<file path="config.mk">
export PLATFORM = sky130hd
export DESIGN_NAME = imi_addr_reg
export DESIGN_NICKNAME = d
export VERILOG_FILES = /design/src/rtl/imi_pkg.sv /design/src/rtl/imi_level_step.sv /design/src/rtl/imi_reg.sv /design/src/rtl/imi_addr_reg.sv
export SDC_FILE = /design/constraint.sdc
export NUM_CORES = 1
export LEC_CHECK = 0
export ABC_AREA = 1
export BUFFER_PORTS_ARGS = -buffer_cell sky130_fd_sc_hd__buf_2
export CORE_MARGIN = 1
export CORE_UTILIZATION = 36
export CTS_BUF_LIST = sky130_fd_sc_hd__clkbuf_8 sky130_fd_sc_hd__clkbuf_16
export DETAILED_ROUTE_END_ITERATION = 10
export PLACE_DENSITY = 0.87
export SYNTH_ARGS = -nofsm -noshare
export SYNTH_HDL_FRONTEND = slang
export SYNTH_SLANG_ARGS = --single-unit
export TNS_END_PERCENT = 20
</file>
<file path="constraint.sdc">
create_clock -name clk_i -period 1.3 [get_ports clk_i]
set_input_delay 0 -clock clk_i [delete_from_list [all_inputs] [get_ports clk_i]]
set_output_delay 0 -clock clk_i [all_outputs]
set_load 0.02 [all_outputs]
</file>
<file path="src/rtl/imi_pkg.sv">
package imi_pkg;
  localparam int unsigned DATA_W   = 64;
  localparam int unsigned ADDR_W   = 17;
  localparam int unsigned LVL_W    = 2;
  localparam int unsigned ADDR_LSB = 0;
  localparam int unsigned LVL_LSB  = 22;

  typedef enum logic [1:0] {
    DEPTH_1 = 2'b00,
    DEPTH_2 = 2'b01,
    DEPTH_4 = 2'b10,
    DEPTH_X = 2'b11
  } depth_e;
endpackage

</file>
<file path="src/rtl/imi_level_step.sv">
module imi_level_step
  import imi_pkg::*;
#(
  parameter int unsigned LW = LVL_W
) (
  input  logic [LW-1:0] lvl_i,
  input  logic [1:0]    depth_i,
  output logic [LW-1:0] lvl_o
);
  localparam logic [LW-1:0] ONE = LW'(1);

  always_comb begin
    unique case (depth_e'(depth_i))
      DEPTH_1: lvl_o = lvl_i;
      // two slices: 1 wraps, out-of-range values run on to the top and wrap
      DEPTH_2: lvl_o = (lvl_i == ONE) ? '0 : lvl_i + ONE;
      default: lvl_o = lvl_i + ONE;
    endcase
  end
endmodule

</file>
<file path="src/rtl/imi_reg.sv">
module imi_reg
  import imi_pkg::*;
#(
  parameter int unsigned AW = ADDR_W,
  parameter int unsigned LW = LVL_W
) (
  input  logic          clk_i,
  input  logic          rst_ni,
  input  logic          wr_en_i,
  input  logic [AW-1:0] wr_addr_i,
  input  logic [LW-1:0] wr_lvl_i,
  input  logic          inc_i,
  input  logic [LW-1:0] inc_lvl_i,
  input  logic [1:0]    depth_i,
  output logic [AW-1:0] addr_o,
  output logic [LW-1:0] lvl_o
);
  always_ff @(posedge clk_i or negedge rst_ni) begin
    if (!rst_ni) begin
      addr_o <= '0;
      lvl_o  <= '0;
    end else if (wr_en_i) begin
      addr_o <= wr_addr_i;
      lvl_o  <= wr_lvl_i;
    end else if (inc_i) begin
      lvl_o  <= inc_lvl_i;
    end
  end


  wr_load_chk: assert property (@(posedge clk_i) disable iff (!rst_ni)
    wr_en_i |=> (addr_o == $past(wr_addr_i)) && (lvl_o == $past(wr_lvl_i)));


  wr_priority_chk: assert property (@(posedge clk_i) disable iff (!rst_ni)
    (wr_en_i && inc_i) |=> lvl_o == $past(wr_lvl_i));


  hold_chk: assert property (@(posedge clk_i) disable iff (!rst_ni)
    (!wr_en_i && !inc_i) |=> $stable(lvl_o) && $stable(addr_o));


  inc_addr_chk: assert property (@(posedge clk_i) disable iff (!rst_ni)
    (!wr_en_i && inc_i) |=> $stable(addr_o));


  depth1_chk: assert property (@(posedge clk_i) disable iff (!rst_ni)
    (!wr_en_i && depth_i == 2'b00) |=> $stable(lvl_o));


  depth2_wrap_chk: assert property (@(posedge clk_i) disable iff (!rst_ni)
    (!wr_en_i && inc_i && depth_i == 2'b01 && lvl_o == LW'(1)) |=> lvl_o == '0);
endmodule

</file>
<file path="src/rtl/imi_addr_reg.sv">
module imi_addr_reg
  import imi_pkg::*;
#(
  parameter int unsigned DW  = DATA_W,
  parameter int unsigned AW  = ADDR_W,
  parameter int unsigned LW  = LVL_W,
  parameter int unsigned A_LSB = ADDR_LSB,
  parameter int unsigned L_LSB = LVL_LSB
) (
  input  logic          clk_i,
  input  logic          rst_ni,
  input  logic          wr_en_i,
  input  logic [DW-1:0] wr_data_i,
  output logic [DW-1:0] rd_data_o,
  input  logic [1:0]    depth_i,
  input  logic          auto_inc_i,
  input  logic          access_done_i,
  input  logic          shared_dev_i,
  output logic [AW-1:0] word_addr_o,
  output logic [LW-1:0] level_o,
  output logic [LW-1:0] fifo_level_o
);
  localparam int unsigned A_MSB = A_LSB + AW - 1;
  localparam int unsigned L_MSB = L_LSB + LW - 1;

  logic [LW-1:0] next_lvl;
  logic          inc;

  assign inc = access_done_i & auto_inc_i;

  imi_level_step #(.LW(LW)) u_step (
    .lvl_i   (level_o),
    .depth_i (depth_i),
    .lvl_o   (next_lvl)
  );

  imi_reg #(.AW(AW), .LW(LW)) u_reg (
    .clk_i     (clk_i),
    .rst_ni    (rst_ni),
    .wr_en_i   (wr_en_i),
    .wr_addr_i (wr_data_i[A_MSB:A_LSB]),
    .wr_lvl_i  (wr_data_i[L_MSB:L_LSB]),
    .inc_i     (inc),
    .inc_lvl_i (next_lvl),
    .depth_i   (depth_i),
    .addr_o    (word_addr_o),
    .lvl_o     (level_o)
  );

  // reserved bits read as zero
  always_comb begin
    rd_data_o = '0;
    rd_data_o[A_MSB:A_LSB] = word_addr_o;
    rd_data_o[L_MSB:L_LSB] = level_o;
  end

  // shared single device returns slice at level 1, otherwise level 0
  assign fifo_level_o = shared_dev_i ? LW'(1) : '0;


  no_auto_chk: assert property (@(posedge clk_i) disable iff (!rst_ni)
    (!wr_en_i && !auto_inc_i) |=> $stable(level_o));


  rsvd_zero_chk: assert property (@(posedge clk_i) disable iff (!rst_ni)
    $countones(rd_data_o) == $countones(word_addr_o) + $countones(level_o));
endmodule

</file>
==> run summary <==
The flow ran to the end, and the final reports show no timing, DRC or antenna violations. The tools report the number of antenna violations at the first check in global routing as 0. Across all layers, the routed design uses 1026 vias. After clock tree synthesis, the clock-pin slew on the worst setup and hold paths is 0.06 ns. In this run the standard cell core region covers 3420 µm². The number of synthesized register bits is 19, and the count of max-cap constraint violations is 0. The type of the worst min-delay path was in -> out. In this run the count of I/O pins placed on the die edge is 157. The startpoint of the worst-slack reg-to-reg timing path was u_reg.lvl_o[0]. The final antenna diode count was 0; the adder-cell share of the synthesized area was 0%.

The run gives 1 as the H-tree depth reported by CTS. The worst hold path depth was 0. After layout, the worst setup slack is 0.409 ns. Clock tree synthesis inserted a total of 3 buffers. At the end of routability-driven placement, the weighted congestion stood at 0.572. The footprint of the multi-input gates was 448 µm². The sequential cells in the finished layout cover a total of 475 µm². The routed wire length per instance is 8.97 µm.

The critical path class was reg -> reg. Leaving out fill and tap cells, the most frequent cells in the layout are buf_2, nand2_1, conb_1. The tools report the effective utilization at floorplan as 38.3%. The dominant combinational cell family by area after synthesis was buffers and inverters. The logs give 1.44 ns for the required time at the worst-slack endpoint and 0 for the final setup violation count. The tools report the number of global-route vias before repair as 912. The sink count of the clock tree came out at 19. Adding up every negative setup slack in the final design gives 0 ns. The endpoint with the worst hold slack is fifo_level_o[0].

The multiplexer share of the synthesized area is 0%. The design draws 1.64 mW. The final max-slew violation count was 0; the leakage component of the power was 0.963 nW. Compared with the post-synthesis result, the final layout area differs by 18.4%. The worst setup path is captured at a flip-flop. A synthesized cell averages 8.02 µm². The fraction of layout cells with a size suffix above 1 was 31.3%. By area the synthesized netlist is led by buf_4, dfrtp_1, nand2_1. The run gives 248 as the number of placed instances, taps included. For this run, the register share of the synthesized area comes to 36.4%.

After synthesis, the netlist uses 14 different library cells. Final hold analysis gives a worst-case slack of 0.0000436 ns. The run gives 0 as the remaining global-route overflow.

The tools report the total routed wirelength as 2420 µm. The run gives 0 as the number of endpoints with negative hold slack in the final report. The quantity of hold-fixing buffers added after cts was 18; the horizontal die dimension was 62.3 µm.

VDD sags by at most 301 µV. The worst setup path is launched from a flip-flop. The die extent in y works out to 62.3 µm. The number of buffers added on ports was 63. Yosys printed 0 warnings. The worst register-to-register path ends at u_reg.lvl_o[1]. The wire length of the first global-routing pass came out at 4010 µm.

Summing the areas of all compound-gate instances in the mapped netlist gives 1.05% of the synthesized area. The share of synthesized area in the top cell type comes to 37.9%. The run gives 0 as the count of cells resized by post-cts repair. Setup repair after global routing left no endpoint under its margin.

The post-route antenna net violation count is 0. Length of the first detailed-routing pass in iterations: 4. After layout, the worst path uses 68.5% of the clock period.

The most frequent standard cell in the layout excluding fill and tap cells is buf_2. The tree is rooted in a clkbuf_8. Fill cells in the final layout number 356. The tools report the mapped cell area as 1310 µm². The run gives 21 as the number of core rows. The number of cells on the worst reg-to-reg path is 6. The post-placement worst setup slack was 0.386 ns. The area of the die was 3880 µm². The total setup buffers inserted after CTS is 0. The violation count after the first detailed-routing iteration was 19; the number of vias per cell after detailed routing was 3.80. In this run the deepest clock path goes through 2 buffers. The HPWL after detailed placement is 1610 µm.

Startpoint of the most critical hold path: shared_dev_i. After detailed routing, the number of remaining DRC violations is 0. Between clock sinks in the finished design, the worst skew comes to 0.000100 ns. The post-synthesis share of cell area spent on and, or, nand and nor gates was 20.0%; the maximum fanout count along the critical path was 5. Global routing consumed, over all layers together, 13.0% of the routing resources.

The arrival time of data at the critical path endpoint was 1.03 ns. The tools report the number of instances in the synthesized netlist as 163. The total power density per cell area came out at 1060 nW/µm². The number of nets at the end of the flow was 297.

The synthesized netlist devotes 0% of its cell area to XOR and XNOR gates. The worst register-to-register path has a setup slack of 0.41 ns. The later pin in the worst-skew pair is clocked with a latency of 0.24 ns. The clock period minus worst slack came out at 0.891 ns. The biggest area contributor in the post-synthesis netlist is buf_4. For this run, the top clock speed supported by timing is 1120 MHz.

TritonCTS built the clock tree. The maximum number of pins on one net before global-route repair is 22, and the final standard cell count with taps included and fillers excluded is 270.
critical path, cell delays in order, from the launching register on:
cell and delay (ns):
dfrtp_1 0.42, inv_1 0.10, nor2_1 0.04, nand2_1 0.05, nand2_1 0.04, nand3_1 0.07, nand2_1 0.05
area by class of cell:
class,instances,share of cell area (%)
inverters,5,1.21
repair buffers,82,32.5
clock inverters,1,0.243
multi-input cells,114,28.9
clock buffers,3,2.67
flip-flops and latches,19,30.7
well taps,46,3.72
per-stage QoR:
stage | area, µm² | util [%]
final | 1550 | 45.3
after global placement | 1320 | 38.7
after CTS | 1550 | 45.3
after floorplan | 1480 | -
after detailed placement | 1320 | 38.7
after global routing | 1550 | 45.3
cells in the mapped netlist:
library cell  number
buf_2              1
buf_4             66
buf_6              3
conb_1             1
dfrtp_1           19
inv_1              4
inv_2              1
nand2_1           60
nand2_4            1
nand3_1            3
nor2_1             1
o21ai_1            1
o21ai_2            1
or2_0              1
per-layer routing:
| layer | GRT usage, % | wire, µm |
|---|---|---|
| met5 | 0 | 0 |
| met4 | 6.98 | 27 |
| met3 | 2.02 | 170 |
| met2 | 23.8 | 1270 |
| met1 | 14.2 | 953 |
kinds of logic (layout without fill, tap and decap cells):
logic type	after synthesis	after routing
AND/OR/NAND/NOR	66	66
buffers and inverters	75	91
other	1	46
AO/OA/AOI/OAI	2	2
flip-flops	19	19
sequential cells by signal, indices dropped and copies added (netlist names):
name          count
u_reg.addr_o     17
u_reg.lvl_o       2
how the worst max path moves through the flow:
stage	start	endpoint	slack (ns)
floorplan	u_reg.lvl_o[0]	u_reg.lvl_o[1]	0.38
global placement	wr_en_i	u_reg.lvl_o[1]	0.40
detailed placement	wr_en_i	u_reg.lvl_o[1]	0.39
CTS	u_reg.lvl_o[0]	u_reg.lvl_o[1]	0.41
global route	u_reg.lvl_o[0]	u_reg.lvl_o[1]	0.36
finish	u_reg.lvl_o[0]	u_reg.lvl_o[1]	0.41
power by group:
group          switching [mW]  internal, mW
registers              0.0443         0.647
logic                   0.392         0.173
clock network           0.170         0.209
Note: power is estimated with default switching activity, not from simulation.
